--- src/rtl/kenc_pkg.sv ---
package kenc_pkg;

    localparam int KENC_DEF_KEYS    = 16;
    localparam int KENC_DEF_DEB_LEN = 8;

    typedef enum logic [1:0] {
        ST_IDLE     = 2'd0,
        ST_HELD     = 2'd1,
        ST_RELEASED = 2'd2,
        ST_LOCKOUT  = 2'd3
    } kenc_state_e;

    typedef struct packed {
        logic single;
        logic none;
    } kenc_press_t;

endpackage

--- src/rtl/kenc_sync.sv ---
module kenc_sync #(
    parameter int W = 16
) (
    input  logic         clk,
    input  logic         rst,
    input  logic [W-1:0] d_in,
    output logic [W-1:0] d_out
);
    logic [W-1:0] stage1;
    logic [W-1:0] stage2;

    always_ff @(posedge clk) begin
        if (rst) begin
            stage1 <= '1;
            stage2 <= '1;
        end else begin
            stage1 <= d_in;
            stage2 <= stage1;
        end
    end

    assign d_out = stage2;
endmodule

--- src/rtl/kenc_debounce.sv ---
module kenc_debounce #(
    parameter int W       = 16,
    parameter int DEB_LEN = 8
) (
    input  logic         clk,
    input  logic         rst,
    input  logic [W-1:0] raw,
    output logic [W-1:0] clean
);
    localparam int CNT_W = $clog2(DEB_LEN + 1);
    localparam logic [CNT_W-1:0] CNT_LAST = CNT_W'(DEB_LEN - 1);

    logic [W-1:0]     cand;
    logic [CNT_W-1:0] cnt;
    logic [W-1:0]     clean_q;

    always_ff @(posedge clk) begin
        if (rst) begin
            cand    <= '1;
            cnt     <= '0;
            clean_q <= '1;
        end else if (raw != cand) begin
            cand <= raw;
            cnt  <= '0;
        end else if (cnt == CNT_LAST) begin
            clean_q <= cand;
        end else begin
            cnt <= cnt + CNT_W'(1);
        end
    end

    assign clean = clean_q;
endmodule

--- src/rtl/kenc_fsm.sv ---
module kenc_fsm
    import kenc_pkg::*;
#(
    parameter int NUM_KEYS = 16,
    parameter int CODE_W   = 4
) (
    input  logic                clk,
    input  logic                rst,
    input  logic [NUM_KEYS-1:0] deb_n,
    output logic [CODE_W-1:0]   key_code,
    output logic                new_key,
    output kenc_state_e         state
);
    logic [NUM_KEYS-1:0] pressed;
    kenc_press_t         pinfo;
    logic [CODE_W-1:0]   low_idx;
    logic [CODE_W-1:0]   idx_q;
    logic                same_key;
    kenc_state_e         st_q;
    kenc_state_e         st_d;

    always_comb begin
        pressed      = ~deb_n;
        pinfo.none   = (pressed == '0);
        pinfo.single = !pinfo.none && ((pressed & (pressed - NUM_KEYS'(1))) == '0);
        low_idx      = '0;
        for (int i = NUM_KEYS - 1; i >= 0; i--) begin
            if (pressed[i]) low_idx = CODE_W'(i);
        end
        same_key = (pressed == (NUM_KEYS'(1) << idx_q));
    end

    always_comb begin
        st_d = st_q;
        unique case (st_q)
            ST_IDLE: begin
                if (pinfo.single)     st_d = ST_HELD;
                else if (!pinfo.none) st_d = ST_LOCKOUT;
            end
            ST_HELD: begin
                if (pinfo.none)     st_d = ST_RELEASED;
                else if (!same_key) st_d = ST_LOCKOUT;
            end
            ST_RELEASED: st_d = ST_IDLE;
            ST_LOCKOUT: begin
                if (pinfo.none) st_d = ST_IDLE;
            end
            default: st_d = ST_IDLE;
        endcase
    end

    always_ff @(posedge clk) begin
        if (rst) begin
            st_q     <= ST_IDLE;
            idx_q    <= '0;
            key_code <= '0;
            new_key  <= 1'b0;
        end else begin
            st_q    <= st_d;
            new_key <= 1'b0;
            if (st_q == ST_IDLE && pinfo.single) idx_q <= low_idx;
            if (st_q == ST_RELEASED) begin
                key_code <= idx_q + CODE_W'(1);
                new_key  <= 1'b1;
            end
        end
    end

    assign state = st_q;
endmodule

--- src/rtl/key_release_encoder.sv ---
module key_release_encoder
    import kenc_pkg::*;
#(
    parameter int NUM_KEYS = KENC_DEF_KEYS,
    parameter int DEB_LEN  = KENC_DEF_DEB_LEN,
    parameter int CODE_W   = $clog2(NUM_KEYS)
) (
    input  logic                clk,
    input  logic                rst,
    input  logic [NUM_KEYS-1:0] keys_n,
    output logic [CODE_W-1:0]   key_code,
    output logic                new_key
);
    logic [NUM_KEYS-1:0] sync_n;
    logic [NUM_KEYS-1:0] deb_n;
    kenc_state_e         fsm_state;

    kenc_sync #(.W(NUM_KEYS)) u_sync (
        .clk   (clk),
        .rst   (rst),
        .d_in  (keys_n),
        .d_out (sync_n)
    );

    kenc_debounce #(.W(NUM_KEYS), .DEB_LEN(DEB_LEN)) u_deb (
        .clk   (clk),
        .rst   (rst),
        .raw   (sync_n),
        .clean (deb_n)
    );

    kenc_fsm #(.NUM_KEYS(NUM_KEYS), .CODE_W(CODE_W)) u_fsm (
        .clk      (clk),
        .rst      (rst),
        .deb_n    (deb_n),
        .key_code (key_code),
        .new_key  (new_key),
        .state    (fsm_state)
    );
endmodule

--- config.mk ---
export PLATFORM = sky130hd
export DESIGN_NAME = key_release_encoder
export DESIGN_NICKNAME = d
export VERILOG_FILES = /design/src/rtl/kenc_pkg.sv /design/src/rtl/kenc_sync.sv /design/src/rtl/kenc_debounce.sv /design/src/rtl/kenc_fsm.sv /design/src/rtl/key_release_encoder.sv
export SDC_FILE = /design/constraint.sdc
export NUM_CORES = 1
export LEC_CHECK = 0
export BUFFER_PORTS_ARGS = -buffer_cell sky130_fd_sc_hd__buf_2
export CORE_MARGIN = 10
export CORE_UTILIZATION = 54
export CTS_CLUSTER_DIAMETER = 60
export DETAILED_ROUTE_END_ITERATION = 12
export PLACE_DENSITY = 0.75
export SETUP_SLACK_MARGIN = 0.1
export SLEW_MARGIN = 20
export SYNTH_ARGS = -nofsm -noshare
export SYNTH_HDL_FRONTEND = slang
export SYNTH_SLANG_ARGS = --single-unit
--- constraint.sdc ---
create_clock -name clk -period 2.3 [get_ports clk]
set_clock_uncertainty 0.2 [all_clocks]
set_input_delay 0.46 -clock clk [delete_from_list [all_inputs] [get_ports clk]]
set_output_delay 0.46 -clock clk [all_outputs]
set_load 0.005 [all_outputs]
; ---- Yosys cells after proc, flatten, opt, wreduce, memory -nomap -nowiden
; Index checks and enable logic that the tools add are counted.
[totals]
reg_bits = 79
wordCells = 57
inputBits = 18
out_inout_bits = 5
[op_classes]
n_eq_ne = 9
mux = 23
n_bitwise = 3
reduce_logical = 9
n_shift = 1
addsub = 3
[op_table]
columns = op, count
row1 = $mux 4, 16
row2 = $logic_not 16->1, 2
row3 = $and 16x16->16, 1
row4 = $eq 16x16->1, 1
row5 = $ne 16x16->1, 1
row6 = $not 16->16, 1
row7 = $shl 1x4->16 const A, 1
row8 = $sub 16x1->16 const B, 1
row9 = $mux 2, 5
row10 = $add 4x1->4 const B, 2
row11 = $pmux 2 s4, 1
row12 = $ne 3x2->1 const B, 2
row13 = $eq 2x2->1 const B, 2
row14 = $eq 4x3->1 const B, 1
row15 = $reduce_and 3->1, 1
row16 = $eq 2x1->1 const B, 1
row17 = $logic_and 1x1->1, 2
row18 = $logic_not 2->1, 1
row19 = $ne 2x1->1 const B, 1
row20 = $reduce_and 2->1, 1
row21 = $reduce_or 2->1, 1
row22 = $logic_not 1->1, 1
row23 = $mux 1, 1
row24 = $not 1->1, 1

; ---- Longest topological paths before layout
[logic_depth]
word_depth = 17
depth_mapped = 9
ltp_nobuf = 8

; ---- By module
; Synthesis repeated with hierarchy kept, for this count alone.
[unflattened]
cells_unflattened = 394
area_unflattened_um2 = 3578.4
[modules_own_cells]
columns = mod, instances, seq_area_each_um2, cells_per_inst, area_each_um2
row1 = kenc_debounce, 1, 720.7, 148, 1401.3
row2 = kenc_fsm, 1, 220.2, 179, 1302.5
row3 = kenc_sync, 1, 640.6, 67, 874.6

; ---- Worst setup path before layout
; OpenSTA, ideal clock, no wires.
[synth_timing]
path_type = flip-flop to flip-flop
startpoint = reg u_fsm.idx_q[2]
endpoint = reg u_fsm.st_q[1] (netlist: u_fsm.state[1])
arrival_ns = 1.925
synth_period_minus_slack_ns = 2.255
stages_incl_launch_ff = 9
setup_ns = 0.130
path_buffers = 1
t_required_ns = 1.970
setup_slack_ns = 0.045
cell_sequence = dfxtp_1 -> clkbuf_1 -> inv_1 -> ha_1 -> a22o_1 -> a2111oi_0 -> nand4_1 -> o21ai_0 -> a211oi_1
[synth_between]
elab_chain_len = 4
[synth_lines]
columns = item, line_no
row1 = "start, declared", kenc_fsm.sv:17  ; logic [CODE_W-1:0] idx_q;
row2 = "start signal, assigned", kenc_fsm.sv:61  ; if (st_q == ST_IDLE && pinfo.single) idx_q <= low_idx;
row3 = $shl 1x4->16, kenc_fsm.sv:30  ; same_key = (pressed == (NUM_KEYS'(1) << idx_q));
row4 = $eq 16x16->1, kenc_fsm.sv:30
row5 = $ne 3x2->1 (no line), -
row6 = $reduce_and 3->1 (no line), -
row7 = "end signal, assigned", kenc_fsm.sv:59  ; st_q <= st_d;
row8 = "end, declared", kenc_fsm.sv:19  ; kenc_state_e st_q;
; Every way passes these cells.
; A chain may end at the register's enable or synchronous reset.

; ---- Final worst setup path
[layout_timing]
startpoint = reg u_deb.clean_q[3] (netlist: u_deb.clean[3])
endpoint = reg u_fsm.idx_q[3]
[layout_between]
elab_chain_len = 6
word_cells_on_any_way = 12
classes_between = add/sub: 1 / mux: 4 / bitwise: 2 / reduce/logical: 5
[layout_lines]
columns = item, line_no
row1 = "start, declared", kenc_debounce.sv:15  ; logic [W-1:0] clean_q;
row2 = "start signal, assigned", kenc_debounce.sv:26  ; clean_q <= cand;
row3 = $not 16->16 (*), kenc_fsm.sv:23  ; pressed = ~deb_n;
row4 = $sub 16x1->16, kenc_fsm.sv:25  ; pinfo.single = !pinfo.none && ((pressed & (pressed - NUM_KEYS'(1))) == '0);
row5 = $and 16x16->16, kenc_fsm.sv:25
row6 = $logic_not 16->1, kenc_fsm.sv:25
row7 = $logic_and 1x1->1, kenc_fsm.sv:25
row8 = $logic_and 1x1->1, kenc_fsm.sv:61
; Every way passes the cells marked *; elsewhere a longest branch is shown, timed or not.

==> results by group <==
STA
  – Fin. Hold Viols: 0
  – RSZ-0062 raised after global routing: yes
  – Fin crit period: 2.18 ns
  – Crit share post-route: 0.947
  – Count of pins over their slew limit: 0
  – Highest Clock Rate: around 460 MHz
  – Final Setup Violations: 0
  – Slew headroom: 0.581
  – TNS Setup: 0 ns
  – Slew at the pin closest to its max-slew limit: 0.629 ns
  – Final worst slack: 0.123 ns

Detailed routing
  – Wire length on met3: 358 um
  – DR DRC count: 0
  – Iteration-0 DRC Markers: 237
  – DR vias: about 2700
  – DR pass1 iterations: 4
  – Drt wl/cell: ~14 um
  – Drt total wl: between 7000 and 8000 um
  – Vias per cell: 5.47
  – Routed Antenna Nets: 0
  – Top sig layer: met4
  – WL met2: 3500 um
  – Wl on met1: 3170 um

Power and ir drop
  – Leakage: between 1.5 and 2 nW
  – Overall Power: 2.72 mW
  – Pwr dens: 675 nW/um^2
  – Max rail drop VDD: 0.625 mV

Placement
  – Post-Place Worst Slack: between 0.015 and 0.02 ns
  – Routability cong.: 0.931
  – PortBufs: 22
  – Post-detail-place hpwl: 5140 um

Worst setup path
  – Delay-heaviest family, CP: simple AND/OR/NAND/NOR gates
  – Worst Path Required: 2.36 ns
  – Kind of critical path: reg2reg
  – Worst R2R Start: u_deb.clean[3]$_SDFFE_PP1P_
  – WP buf/inv: 0
  – Max FO, Critical Path: 6
  – Crit-path cells: o22ai_1 -> or3_1 -> or4_4 -> nor4_4 -> nand4_4 -> a221oi_2
  – CP arrival: ~2.2 ns
  – Slowest-stage cell, CP: or4_4
  – Worst stage delay on the critical path: ~0.43 ns
  – Endpoint class of the critical path: register
  – Worst setup SP type: register
  – Worst setup startpoint: u_deb.clean[3]$_SDFFE_PP1P_

Clock tree
  – Total CTS buffers: 9
  – Worst-case clock buffer depth: 2
  – H-tree Lvls: 3
  – Worst-path clk slew: 0.08 ns
  – Root Driver: clkbuf_8
  – TritonCTS sink count: 79
  – Clk Latency, worst-skew pair: 0.34 ns
  – TritonCTS clock tree: done
  – Hold_buf cts: 0

Finish
  – Layout cells sized above 1: 0.310
  – Area occupied by multi-input gates: 1750 sq um
  – Ant. Diodes: 0
  – Fillcell total: 524
  – Synth-to-layout area growth: 15.4%
  – Register Area: 1590 sq um
  – Total Nets Final: 440

Floorplan
  – I/O Pins: 23
  – Initial Util: 0.553
  – Die height: around 100 um
  – Die ar.: 10100 sq um
  – Core area: ~6300 sq um
  – Die X: 100 um
  – Cell row count: 29

Run status
  – Status: finished, final reports clean

GRT
  – Vias in the first global route: 2656
  – Gr usage total: 0.145
  – Initial antenna violation count: 0
  – Total congestion overflow: 0
  – Largest net degree at the start of global routing: between 40 and 50
  – First-pass GRT wire length: about 12000 um

Synthesis
  – Most frequent cells after synthesis: 79 x dfxtp_1, 49 x or2_2, 27 x nand2_1
  – Register area share after synthesis: 0.453
  – Post-synth EDFFs: 0
  – Synth async-reset ratio: 0
  – Cells after synthesis: 384
  – Cell Area, Synth: 3490 sq um
  – Mean Syn Cell Area: 9.08 sq um
  – Synth Register Bits: a little under 80
  – Leading area contributor after synthesis: dfxtp_1
  – Yosys warns: 0
  – Count leader, synth: dfxtp_1
  – Yosys top cell area share: 0.453
  – Count of different cell masters after synthesis: 53
  – Ys flop type: dfxtp_1
  – Post-Syn Nets: 409
  – Ranking of synthesized cells by area: dfxtp_1 45%, or2_2 8.8%, xor2_1 4.3%

Run
  – Max-cap viol count: 0

Worst hold path
  – Hold_sp: keys_n[12]
  – Hold Crit Class: in2reg
[worst register-to-register path: cells and delay by family, from the launching register on]
| kind | cells | cell delay, ns |
|---|---|---|
| AND/OR/NAND/NOR | 4 | 1.17 |
| flip-flops | 1 | 0.38 |
| AO/OA/AOI/OAI | 2 | 0.35 |
[through the flow]
stage | std cells | utilization | hold slack (ns) | cell area [sq um]
final | 496 | 0.637 | 0.0922 | 4020
after global routing | 496 | 0.637 | 0.0671 | 4020
after CTS | 494 | 0.633 | 0.0663 | 3990
after detailed placement | 479 | 0.595 | 0.194 | 3760
after global placement | 479 | 0.595 | 0.190 | 3760
after floorplan | 384 | - | 0.189 | 3500
[cells in the final DEF (no fill, tap or decap), drive strengths merged, types with 7 or more instances in the layout]
cell,n
ha,7
dfxtp,79
nand3b,16
o21ai,22
and3,8
or2,49
buf,50
clkbuf,10
nand2,27
nand4,7
a21oi,13
inv,8
nand3,8
xor2,17
nor2,23
[area by class of cell]
type	count	area share
Timing Repair Buffer	50	0.0796
Clock inverter	5	0.0264
Multi-Input combinational cell	267	0.436
Clock buffer	10	0.0317
Inverter	8	0.00746
Tap cell	77	0.0239
Sequential cell	79	0.395
[final timing paths]
check / endpoint / slack, ns / cells after the start
min reg2reg: u_sync.d_out[4]$_SDFF_PP1_ / 0.20 / 1
max: u_fsm.idx_q[3]$_SDFFE_PP0P_ / 0.12 / 6
min: u_sync.stage1[12]$_SDFF_PP1_ / 0.09 / 2
max reg2reg: u_fsm.idx_q[3]$_SDFFE_PP0P_ / 0.12 / 6
[cell families after synthesis]
kind of cell,synth area share
XOR/XNOR,0.0502
adder cells (fa/ha/maj),0.0280
multiplexers,0.0143
AO/OA/AOI/OAI,0.129
buffers and inverters,0.0481
flip-flops,0.453
AND/OR/NAND/NOR,0.277
[sequential cells by signal, indices dropped and copies added (netlist names)]
| name | count |
|---|---|
| u_deb.cand | 16 |
| u_deb.clean | 16 |
| u_sync.d_out | 16 |
| u_sync.stage1 | 16 |
| u_deb.cnt | 4 |
| u_fsm.idx_q | 4 |
| u_fsm.key_code | 4 |
| u_fsm.state | 2 |
| u_fsm.new_key | 1 |
[routing by layer]
| layer | up-vias | GRT usage |
|---|---|---|
| met3 | 11 | 0.0495 |
| met2 | 82 | 0.241 |
| met1 | 1242 | 0.166 |
| met5 | - | 0 |
| met4 | 0 | 0.0609 |
| li1 | 1378 | - |
[power breakdown]
group          switching (mW)  internal, mW  leakage [nW]
registers              0.0151          1.40         0.647
clock network           0.488         0.719         0.113
logic                  0.0412        0.0537         0.880
total                   0.544          2.17          1.64
[repair_timing]
item | 4_1_cts | 5_1_grt
resized for setup | 2 | 5
setup endpoints to repair | 4 | 4
pin swaps | 2 | 0
setup buffers | 0 | 2
endpoints found under the hold margin | 0 | 0
Note: power is estimated with default switching activity, not from simulation.
